<file path="src/rtl/ptmr_pkg.sv">
package ptmr_pkg;
    localparam int CNT_W     = 8;
    localparam int SEL_W     = 4;
    localparam int NSEL      = 2 ** SEL_W;
    localparam int DIV_W     = NSEL - 2;
    localparam int CPU_LOG2  = 4;
    localparam int CPU_SEL   = CPU_LOG2 + 1;

    typedef struct packed {
        logic [DIV_W-1:0] div;
    } presc_st_t;

    typedef struct packed {
        logic [CNT_W-1:0] cnt;
        logic [CNT_W-1:0] cmp;
        logic             ld_pend;
        logic [CNT_W-1:0] ld_data;
    } core_st_t;

    typedef struct packed {
        logic flag;
        logic pend;
    } flag_st_t;
endpackage

</file>
<file path="src/rtl/ptmr_prescaler.sv">
module ptmr_prescaler
    import ptmr_pkg::*;
(
    input  logic             clk,
    input  logic             rst_n,
    input  logic [SEL_W-1:0] sel_i,
    output logic             cnt_tick_o,
    output logic             cpu_tick_o
);
    presc_st_t st_d, st_q;
    logic [NSEL-1:0] taps;

    always_comb begin
        st_d     = st_q;
        st_d.div = st_q.div + 1'b1;
    end

    always_ff @(posedge clk or negedge rst_n) begin
        if (!rst_n) st_q <= '0;
        else        st_q <= st_d;
    end

    // tap s fires once every 2**(s-1) fast cycles; tap 0 never fires
    assign taps[0] = 1'b0;
    assign taps[1] = 1'b1;
    for (genvar s = 2; s < NSEL; s++) begin : g_tap
        assign taps[s] = &st_q.div[s-2:0];
    end

    assign cnt_tick_o = taps[sel_i];
    assign cpu_tick_o = taps[CPU_SEL];

    a_r4_cpu_tick_single: assert property (@(posedge clk) disable iff (!rst_n)
        cpu_tick_o |=> !cpu_tick_o);
endmodule

</file>
<file path="src/rtl/ptmr_count_core.sv">
module ptmr_count_core
    import ptmr_pkg::*;
(
    input  logic             clk,
    input  logic             rst_n,
    input  logic             cpu_tick_i,
    input  logic             cnt_tick_i,
    input  logic             stopped_i,
    input  logic             cnt_we_i,
    input  logic [CNT_W-1:0] cnt_wd_i,
    input  logic             cmp_we_i,
    input  logic [CNT_W-1:0] cmp_wd_i,
    output logic [CNT_W-1:0] cnt_o,
    output logic [CNT_W-1:0] cmp_o,
    output logic             match_o
);
    core_st_t st_d, st_q;
    logic     load;
    logic     step;

    always_comb begin
        st_d  = st_q;
        load  = cpu_tick_i && st_q.ld_pend;
        step  = cnt_tick_i && !load;
        if (load)
            st_d.cnt = st_q.ld_data;
        else if (step)
            st_d.cnt = st_q.cnt + 1'b1;
        if (cpu_tick_i) begin
            st_d.ld_pend = cnt_we_i;
            if (cnt_we_i) st_d.ld_data = cnt_wd_i;
            if (cmp_we_i) st_d.cmp     = cmp_wd_i;
        end
        match_o = step && ((st_q.cnt + 1'b1) == st_q.cmp);
    end

    always_ff @(posedge clk or negedge rst_n) begin
        if (!rst_n) st_q <= '0;
        else        st_q <= st_d;
    end

    assign cnt_o = st_q.cnt;
    assign cmp_o = st_q.cmp;

    a_r2_hold_when_stopped: assert property (@(posedge clk) disable iff (!rst_n)
        (stopped_i && !(cpu_tick_i && st_q.ld_pend)) |=> $stable(st_q.cnt));
    a_r6_load_value: assert property (@(posedge clk) disable iff (!rst_n)
        (cpu_tick_i && st_q.ld_pend) |=> (st_q.cnt == $past(st_q.ld_data)));
    a_r12_wrap: assert property (@(posedge clk) disable iff (!rst_n)
        (cnt_tick_i && !(cpu_tick_i && st_q.ld_pend) && st_q.cnt == '1) |=> (st_q.cnt == '0));
    a_r8_no_match_on_load: assert property (@(posedge clk) disable iff (!rst_n)
        (cpu_tick_i && st_q.ld_pend) |-> !match_o);
endmodule

</file>
<file path="src/rtl/ptmr_flag.sv">
module ptmr_flag
    import ptmr_pkg::*;
(
    input  logic clk,
    input  logic rst_n,
    input  logic cpu_tick_i,
    input  logic match_i,
    input  logic clr_i,
    output logic flag_o
);
    flag_st_t st_d, st_q;

    always_comb begin
        st_d = st_q;
        if (cpu_tick_i) begin
            st_d.flag = (st_q.flag && !clr_i) || st_q.pend;
            st_d.pend = match_i;
        end else begin
            st_d.pend = st_q.pend || match_i;
        end
    end

    always_ff @(posedge clk or negedge rst_n) begin
        if (!rst_n) st_q <= '0;
        else        st_q <= st_d;
    end

    assign flag_o = st_q.flag;

    a_r9_rise_on_cpu_edge: assert property (@(posedge clk) disable iff (!rst_n)
        $rose(st_q.flag) |-> $past(cpu_tick_i));
    a_r10_hold_between_edges: assert property (@(posedge clk) disable iff (!rst_n)
        !cpu_tick_i |=> $stable(st_q.flag));
    a_r11_set_wins: assert property (@(posedge clk) disable iff (!rst_n)
        (cpu_tick_i && st_q.pend) |=> st_q.flag);
endmodule

</file>
<file path="src/rtl/ptmr_top.sv">
module ptmr_top
    import ptmr_pkg::*;
(
    input  logic             clk,
    input  logic             rst_n,
    input  logic [3:0]       clk_sel,
    input  logic             cnt_wr_en,
    input  logic [7:0]       cnt_wr_data,
    input  logic             cmp_wr_en,
    input  logic [7:0]       cmp_wr_data,
    input  logic             flag_clr,
    output logic [7:0]       cnt_value,
    output logic [7:0]       cmp_value,
    output logic             cmp_flag,
    output logic             cpu_tick
);
    logic cnt_tick;
    logic match;

    ptmr_prescaler u_presc (
        .clk        (clk),
        .rst_n      (rst_n),
        .sel_i      (clk_sel),
        .cnt_tick_o (cnt_tick),
        .cpu_tick_o (cpu_tick)
    );

    ptmr_count_core u_core (
        .clk        (clk),
        .rst_n      (rst_n),
        .cpu_tick_i (cpu_tick),
        .cnt_tick_i (cnt_tick),
        .stopped_i  (clk_sel == '0),
        .cnt_we_i   (cnt_wr_en),
        .cnt_wd_i   (cnt_wr_data),
        .cmp_we_i   (cmp_wr_en),
        .cmp_wd_i   (cmp_wr_data),
        .cnt_o      (cnt_value),
        .cmp_o      (cmp_value),
        .match_o    (match)
    );

    ptmr_flag u_flag (
        .clk        (clk),
        .rst_n      (rst_n),
        .cpu_tick_i (cpu_tick),
        .match_i    (match),
        .clr_i      (flag_clr),
        .flag_o     (cmp_flag)
    );
endmodule

</file>
<file path="config.mk">
export PLATFORM = sky130hd
export DESIGN_NAME = ptmr_top
export DESIGN_NICKNAME = d
export VERILOG_FILES = /design/src/rtl/ptmr_pkg.sv /design/src/rtl/ptmr_prescaler.sv /design/src/rtl/ptmr_count_core.sv /design/src/rtl/ptmr_flag.sv /design/src/rtl/ptmr_top.sv
export SDC_FILE = /design/constraint.sdc
export NUM_CORES = 1
export LEC_CHECK = 0
export ABC_CLOCK_PERIOD_IN_PS = 5700
export BUFFER_PORTS_ARGS = -buffer_cell sky130_fd_sc_hd__buf_2
export CORE_ASPECT_RATIO = 1.1
export CORE_MARGIN = 2
export CORE_UTILIZATION = 35
export DETAILED_ROUTE_END_ITERATION = 16
export GPL_TIMING_DRIVEN = 0
export PLACE_DENSITY = 0.63
export SYNTH_ARGS = -nofsm -noshare
export SYNTH_HDL_FRONTEND = slang
export SYNTH_SLANG_ARGS = --single-unit
</file>
<file path="constraint.sdc">
create_clock -name clk -period 5.7 [get_ports clk]
set_clock_uncertainty 0.1 [all_clocks]
set_input_delay 0 -clock clk [delete_from_list [all_inputs] [get_ports clk]]
set_output_delay 0 -clock clk [all_outputs]
set_load 0.1 [all_outputs]
</file>
==> results of run 1 <==
power by group:
part,switching (uW),internal [uW],leakage (uW),total (uW)
Sequential,27.1,316,0.000505,343
Clock,102,110,0.0000542,212
Combinational,216,104,0.000743,321
Total,346,529,0.00130,875
sequential cells by signal (all words and copies together) (netlist names):
name           flops
u_presc.st_q      14
u_flag.flag_o      1
u_core.cmp_o       8
u_core.cnt_o       8
u_flag.st_q        1
u_core.st_q        9
metal layers:
metal  wire [um]  part of all wire
met4          72             0.015
met3         151             0.032
met5           0                 0
met1        2250              0.48
met2        2180              0.47
cell families (layout without fill, tap and decap cells):
| kind of cell | after synthesis | after routing | share of synthesized area |
|---|---|---|---|
| AND/OR/NAND/NOR | 76 | 76 | 0.179 |
| flip-flops | 41 | 41 | 0.453 |
| AO/OA/AOI/OAI | 29 | 29 | 0.0896 |
| buffers and inverters | 26 | 95 | 0.0768 |
| XOR/XNOR | 21 | 21 | 0.0813 |
| multiplexers | 19 | 19 | 0.0929 |
| adder cells (fa/ha/maj) | 5 | 5 | 0.0276 |
synth_stat cells, types with 6 or more instances:
| cell type | count |
|---|---|
| dfrtp_1 | 41 |
| nand2_1 | 23 |
| o21ai_0 | 7 |
| nor2_1 | 15 |
| buf_4 | 18 |
| nand3_1 | 6 |
| xnor2_1 | 14 |
| xor2_1 | 7 |
| a31oi_1 | 6 |
| mux2_2 | 16 |
timing repair:
action / CTS / global route
hold buffers: 20 / 0
gates resized for setup: 0 / 0
endpoints found under the hold margin: 60 / 0
setup buffers: 0 / 0
stage by stage:
stage	hold WS (ns)	setup slack [ns]	total power, uW	util	instances
6_report	0.268	2.91	875	0.461	366
3_3_place_gp	0.0841	2.90	658	0.412	338
4_1_cts	0.307	2.89	886	0.461	366
3_5_place_dp	0.0945	2.91	661	0.412	338
5_1_grt	0.311	2.66	920	0.461	366
2_1_floorplan	-0.396	2.76	607	-	217
layout make-up:
type,instances,area (um2),share of cell area
Tap cell,80,100,0.0349
Sequential cell,41,1030,0.357
Inverter,4,15.0,0.00523
Clock inverter,1,5.00,0.00174
Clock buffer,7,96.3,0.0336
Multi-Input combinational cell,150,1060,0.371
Buffer,22,159,0.0554
Timing Repair Buffer,61,405,0.141
how the worst max path moves through the flow:
stage                         start              end  slack, ns  cells after the start
floorplan           u_presc.st_q[0]  u_core.cnt_o[3]       2.76                      9
global route        u_presc.st_q[0]  u_core.cnt_o[0]       2.66                      9
detailed placement  u_presc.st_q[0]  u_core.cnt_o[5]       2.91                     11
global placement    u_presc.st_q[0]  u_core.cnt_o[5]       2.90                     11
finish              u_presc.st_q[0]  u_core.cnt_o[0]       2.91                      9
CTS                 u_presc.st_q[0]  u_core.cnt_o[5]       2.89                     11
==> qor.yml, run 1 <==
synthesis:
  async_flop_share: 1.00
  yosys.cell_types.count: 44
  syn_area_um2: 2260
  synth_edf_count: 0
  synth_seq_cells: 41
  ys_warn_count: 0
  synth.avg_cell_area_um2: 10.4
  yosysSeqAreaShare: 0.453
  synth_cells: 217
  synthTopCellsByArea: "dfrtp_1 45%, mux2_2 8.0%, buf_4 6.0%"
  synth_top_area_frac: 0.453
  yosys.area.top_type: "dfrtp_1"
  syn-num-nets: 247
  synth_flop_cell: "dfrtp_1"
timing:
  setup_violations: 0
  period_needed_ns: 2.79
  tightest_slew_ns: 0.907
  fin_crit_sh: 0.490
  hold_viol: 0
  clock.fmax_ghz: 0.358
  tns_ns: 0
  rsz0062_at_grt: "false"
  slew_headroom: 0.395
  finalMaxSlewViolations: 0
placement:
  gp_congestion: 0.833
  dp_hpwl_mm: 3.40
  portBuffers: 41
  placed_area_um2: 2570
grt:
  first_global_vias: 1647
  busiest_layer: "met2"
  grt_pass1_wl_mm: 7.70
  use_met2: 0.227
  antenna_found_initial: 0
  grt_use_met1: 0.190
  grt_util_all_layers: 0.141
  grt_start_max_net_pins: 42
  gr-total-overflow: 0
  grt_util_met3: 0.0265
setup_path:
  end_kind: "flip-flop"
  startpoint_type: "flip-flop"
  path_buf_inv: 1
  r2r_start: "u_presc.st_q[0]"
  crit_top_cell: "ha_1"
  worstPathCellList: "ha_1 > nand3_2 > inv_1 > ha_1 > mux2i_1 > o22ai_1 > nor4_2 > o21ai_0 > a31oi_1"
  max_stage_delay_ns: 0.62
  crit_type: "flip-flop to flip-flop"
  cp_max_fo: 9
  slowest_stage: "nor4_2"
  cp_data_arrival_time_ns: 2.91
  reg2reg_depth: 9
  r2r_end: "u_core.cnt_o[0]"
  crit_family: "simple AND/OR/NAND/NOR gates"
  r2r_setup_slack_ns: 2.91
  required_ns: 5.82
detailed_routing:
  drt_iter0_markers: 120
  routed_wl_mm: 4.66
  vias: 1709
  wire_per_inst_um: 12.7
  detail-route-antenna-nets: 0
  drc: 0
  via_per_inst: 4.67
  firstDrtPassIters: 4
run_status:
  status: "complete, no violations"
floorplan:
  core_region_area_um2: 6230
  start_util: 0.363
  rows: 30
  die_width_um: 80.7
  io_pins: 43
  die_area_um2: 7130
  die_height_um: 88.3
clock_network:
  cts_tree: "built"
  cts-root-buf: "clkbuf_8"
  clkSinkCount: 41
  clk_transition_reported_paths_ns: 0.08
  cts_inserted_buffers: 5
  clockBufferDepth: 2
  clk_latency_ns: 0.29
  h-tree-depth: 2
final_layout:
  area_growth_pct: 26.8
  diodes: 0
  fillerInstances: 632
  layout_common_cells: "42 x buf_2, 41 x dfrtp_1, 23 x nand2_1"
  drive_gt1_frac: 0.332
  final_common_cell: "buf_2"
  final_area_um2: 2870
  fin_nets: 315
pwr:
  powerDensity_nw_per_um2: 305
  power.leakage_uw: 0.00130
  peakVddDrop_mv: 0.148
flow_run:
  cap_violations: 0
min_path:
  hold_path.class: "input port to async pin"
Power figures use the tool's default switching activity.
==> run 2: changes to the inputs <==
--- a/config.mk
+++ b/config.mk
@@ -5,14 +5,14 @@
 export SDC_FILE = /design/constraint.sdc
 export NUM_CORES = 1
 export LEC_CHECK = 0
-export ABC_CLOCK_PERIOD_IN_PS = 5700
+export ABC_CLOCK_PERIOD_IN_PS = 2370
 export BUFFER_PORTS_ARGS = -buffer_cell sky130_fd_sc_hd__buf_2
 export CORE_ASPECT_RATIO = 1.1
 export CORE_MARGIN = 2
 export CORE_UTILIZATION = 35
 export DETAILED_ROUTE_END_ITERATION = 16
 export GPL_TIMING_DRIVEN = 0
-export PLACE_DENSITY = 0.63
+export PLACE_DENSITY = 0.65
 export SYNTH_ARGS = -nofsm -noshare
 export SYNTH_HDL_FRONTEND = slang
 export SYNTH_SLANG_ARGS = --single-unit
==> constraint.sdc (replaced) <==
create_clock -name clk -period 2.37 [get_ports clk]
set_clock_uncertainty 0.1 [all_clocks]
set_input_delay 0 -clock clk [delete_from_list [all_inputs] [get_ports clk]]
set_output_delay 0 -clock clk [all_outputs]
set_load 0.1 [all_outputs]
==> qor.yml, run 2 (same netlist as run 1, synthesis figures left out) <==
run_status:
  status: "finished with violations"
  violations: "setup timing"
placement:
  portBuffers: 41
  placed_area_um2: 2620
  gp_congestion: 0.820
  dp_hpwl_mm: 3.44
  dpl_worst_slack_ns: -0.334
detailed_routing:
  detail-route-antenna-nets: 0
  drt_iter0_markers: 57
  wire_per_inst_um: 13.2
  firstDrtPassIters: 4
  vias: 1839
  via_per_inst: 4.85
  drc: 0
  routed_wl_mm: 5.00
final_layout:
  diodes: 0
  area_growth_pct: 34.8
  final_common_cell: "buf_2"
  fillerInstances: 605
  utilization: 0.490
  layout_common_cells: "42 x buf_2, 40 x dfrtp_1, 30 x buf_4"
  final_area_um2: 3050
  drive_gt1_frac: 0.395
  largest_register_ffs: 14
  fin_nets: 328
  largest-register: "u_presc.st_q"
  top_regs: "u_presc.st_q (14), u_core.st_q (9)"
timing:
  setup_violations: 2
  period_needed_ns: 2.41
  hold_viol: 0
  tightest_slew_ns: 0.923
  fin_crit_sh: 1.01
  slew_headroom: 0.384
  clock.fmax_ghz: 0.416
  tns_ns: -0.0552
  finalMaxSlewViolations: 0
  fin_ws_ns: -0.0355
  rsz0062_at_grt: "true"
grt:
  antenna_found_initial: 0
  grt_util_all_layers: 0.149
  first_global_vias: 1753
  grt_start_max_net_pins: 42
  grt_pass1_wl_mm: 8.17
  gr-total-overflow: 0
clock_network:
  h-tree-depth: 2
  cts_inserted_buffers: 5
  clkSinkCount: 41
  cts-root-buf: "clkbuf_8"
  clockBufferDepth: 2
  clk_transition_reported_paths_ns: 0.08
  clk_latency_ns: 0.29
  cts_tree: "built"
setup_path:
  r2r_end: "u_core.cnt_o[4]"
  crit_type: "flip-flop to flip-flop"
  r2r_start: "u_presc.st_q[1]"
  end_kind: "flip-flop"
  required_ns: 2.45
  startpoint_type: "flip-flop"
  r2r_setup_slack_ns: -0.04
  crit_start: "u_presc.st_q[1]"
  cp_data_arrival_time_ns: 2.48
  cp_max_fo: 9
  reg2reg_depth: 8
floorplan:
  die_height_um: 88.3
  io_pins: 43
  die_width_um: 80.7
  core_region_area_um2: 6230
  rows: 30
  die_area_um2: 7130
  start_util: 0.363
flow_run:
  cap_violations: 0
min_path:
  min-delay-start: "cmp_wr_en"
  hold_depth: 3
  min_to: "u_core.cmp_o[6]"
  hold_path.class: "input port to flip-flop"
pwr:
  total_power_uw: 2050
  peakVddDrop_mv: 0.292
  powerDensity_nw_per_um2: 674
  power.leakage_uw: 0.00135
run 2: cell types whose count changed in the layout (fill, tap and decap cells not counted), sizes merged:
cell / delta
clkinv: -1
clkinvlp: +1
inv: -1
buf: +13
clkbuf: +1
run 2: power by group:
part,switching [uW],internal (uW),total (uW)
sequential,69.5,760,829
combinational,531,259,790
clock,226,209,436
total,827,1230,2050
run 2: worst max-delay path, stage by stage (launching register included):
cell and delay, ns:
dfrtp_1 0.39, ha_4 0.16, nand3_4 0.11, buf_4 0.16, buf_4 0.14, a211oi_1 0.43, nor4_4 0.16, o31a_2 0.37
o31a_1 0.27
run 2: repair_timing:
action                                 CTS  global route
hold buffers                            20             0
buffers inserted                         9             4
setup endpoints to repair                9             8
pin swaps                                5             8
endpoints found under the hold margin   60             0
resized for setup                        7             7
run 2: area by class of cell:
cell class	count	area, um2	area share
Inverter	4	18.8	0.00615
Multi-Input combinational cell	150	1150	0.377
Clock buffer	8	80.1	0.0263
Timing Repair Buffer	74	507	0.166
Sequential cell	41	1030	0.337
Tap cell	80	100	0.0328
Buffer	22	169	0.0554
run 2: worst max-delay path by stage:
stage / cells after the start / to
3_5_place_dp: 11 / u_core.cnt_o[5]
3_3_place_gp: 11 / u_core.cnt_o[5]
5_1_grt: 11 / u_core.cnt_o[7]
2_1_floorplan: 11 / u_core.cnt_o[6]
6_report: 8 / u_core.cnt_o[4]
4_1_cts: 11 / u_core.cnt_o[5]
run 2: stage by stage:
| stage | std cells | hold slack (ns) |
|---|---|---|
| 3_5_place_dp | 338 | 0.0996 |
| 2_1_floorplan | 217 | -0.396 |
| 4_1_cts | 375 | 0.287 |
| 3_3_place_gp | 338 | 0.0895 |
| 6_report | 379 | 0.274 |
| 5_1_grt | 379 | 0.322 |
run 2: per-layer routing:
metal / vias to the layer above / wire length, um / global-route usage
met4: 0 / 77 / 0.0508
met1: 866 / 2210 / 0.193
li1: 914 / - / -
met5: - / 0 / 0
met3: 6 / 274 / 0.0265
met2: 53 / 2440 / 0.254
==> run 3: changes to the inputs <==
--- a/config.mk
+++ b/config.mk
@@ -12,6 +12,7 @@
 export CORE_UTILIZATION = 35
 export DETAILED_ROUTE_END_ITERATION = 16
 export GPL_TIMING_DRIVEN = 0
+export MAX_ROUTING_LAYER = met4
 export PLACE_DENSITY = 0.65
 export SYNTH_ARGS = -nofsm -noshare
 export SYNTH_HDL_FRONTEND = slang
==> qor.yml, run 3 (same netlist as run 1, synthesis figures left out) <==
pwr:
  total_power_uw: 2050
  power.leakage_uw: 0.00135
  powerDensity_nw_per_um2: 673
  peakVddDrop_mv: 0.292
flow_run:
  cap_violations: 0
final_layout:
  multi_input_area_um2: 1150
  area_growth_pct: 34.8
  largest_register_ffs: 14
  diodes: 0
  top_regs: "u_presc.st_q (14), u_core.st_q (9)"
  fin_nets: 328
  layout_common_cells: "42 x buf_2, 40 x dfrtp_1, 30 x buf_4"
  largest-register: "u_presc.st_q"
  final_common_cell: "buf_2"
  regArea_um2: 1030
  fillerInstances: 605
  drive_gt1_frac: 0.395
floorplan:
  rows: 30
  die_height_um: 88.3
  start_util: 0.363
  core_region_area_um2: 6230
  die_area_um2: 7130
  die_width_um: 80.7
  io_pins: 43
clock_network:
  clk_transition_reported_paths_ns: 0.08
  cts_inserted_buffers: 5
  clockBufferDepth: 2
  cts_tree: "built"
  h-tree-depth: 2
  clk_latency_ns: 0.29
  clkSinkCount: 41
  cts-root-buf: "clkbuf_8"
placement:
  gp_congestion: 0.832
  portBuffers: 41
  dp_hpwl_mm: 3.44
timing:
  tns_ns: -0.0539
  finalMaxSlewViolations: 0
  rsz0062_at_grt: "true"
  slew_headroom: 0.388
  fin_crit_sh: 1.01
  hold_viol: 0
  tightest_slew_ns: 0.918
  setup_violations: 2
  fin_ws_ns: -0.0323
  clock.fmax_ghz: 0.416
  period_needed_ns: 2.40
setup_path:
  required_ns: 2.45
  end_kind: "flip-flop"
  cp_data_arrival_time_ns: 2.48
  startpoint_type: "flip-flop"
  crit_type: "flip-flop to flip-flop"
  cp_max_fo: 9
detailed_routing:
  via_per_inst: 4.82
  detail-route-antenna-nets: 0
  vias: 1828
  wire_per_inst_um: 13.1
  drc: 0
  firstDrtPassIters: 4
  drt_iter0_markers: 59
  routed_wl_mm: 4.98
run_status:
  status: "finished with violations"
  violations: "setup timing"
grt:
  first_global_vias: 1753
  gr-total-overflow: 0
  grt_pass1_wl_mm: 8.17
  grt_util_all_layers: 0.154
  antenna_found_initial: 0
  grt_start_max_net_pins: 42
min_path:
  hold_path.class: "input port to flip-flop"
## run 3: final timing paths
kind / startpoint / endpoint / slack [ns] / cells after the start
max reg2reg: u_presc.st_q[1] / u_core.cnt_o[4] / -0.03 / 8
min reg2reg: u_presc.st_q[13] / u_presc.st_q[13] / 0.37 / 1
max in group asynchronous: rst_n / u_presc.st_q[0] / 1.27 / 2
min: cmp_wr_en / u_core.cmp_o[6] / 0.27 / 3
max: u_presc.st_q[1] / u_core.cnt_o[4] / -0.03 / 8
min in group asynchronous: rst_n / u_presc.st_q[2] / 0.28 / 2
## run 3: layout make-up
cell class | count | share of cell area
Buffer | 22 | 0.0554
Clock buffer | 8 | 0.0263
Inverter | 4 | 0.00615
Multi-Input combinational cell | 150 | 0.377
Sequential cell | 41 | 0.337
Tap cell | 80 | 0.0328
Timing Repair Buffer | 74 | 0.166
## run 3: worst max-delay path: stages, from the launching register on
cell      delay [ns]
dfrtp_1         0.39
ha_4            0.16
nand3_4         0.11
buf_4           0.16
buf_4           0.14
a211oi_1        0.43
nor4_4          0.16
o31a_2          0.37
o31a_1          0.27
## run 3: metal layers
metal / track usage / vias up / part of all wire / routed length, um
met4: 0.0508 / 0 / 0.012 / 59
met5: - / - / 0 / 0
li1: - / 913 / - / -
met1: 0.195 / 855 / 0.44 / 2210
met2: 0.254 / 56 / 0.49 / 2450
met3: 0.0245 / 4 / 0.051 / 256
## run 3: stage by stage
stage / instance area, um2 / worst slack, ns / cells / utilization / hold WS (ns)
global route: 3050 / -0.122 / 379 / 0.490 / 0.322
floorplan: 2320 / -0.436 / 217 / - / -0.396
global placement: 2620 / -0.334 / 338 / 0.421 / 0.0895
finish: 3050 / -0.0323 / 379 / 0.490 / 0.269
CTS: 2990 / -0.00185 / 375 / 0.481 / 0.287
detailed placement: 2620 / -0.334 / 338 / 0.421 / 0.0996
## run 3: repair_timing
| action | in CTS | in global routing |
|---|---|---|
| hold endpoints to repair | 60 | 0 |
| gates resized for setup | 7 | 7 |
| hold buffers | 20 | 0 |
| gates cloned | 0 | 0 |
| setup endpoints to repair | 9 | 8 |
| pin swaps | 5 | 8 |
| buffers inserted | 9 | 4 |
## run 3: power by group
part / leakage [uW] / internal, uW / switching [uW] / total [uW]
combinational: 0.000810 / 259 / 530 / 790
sequential: 0.000505 / 760 / 69.0 / 829
clock: 0.0000395 / 209 / 226 / 435
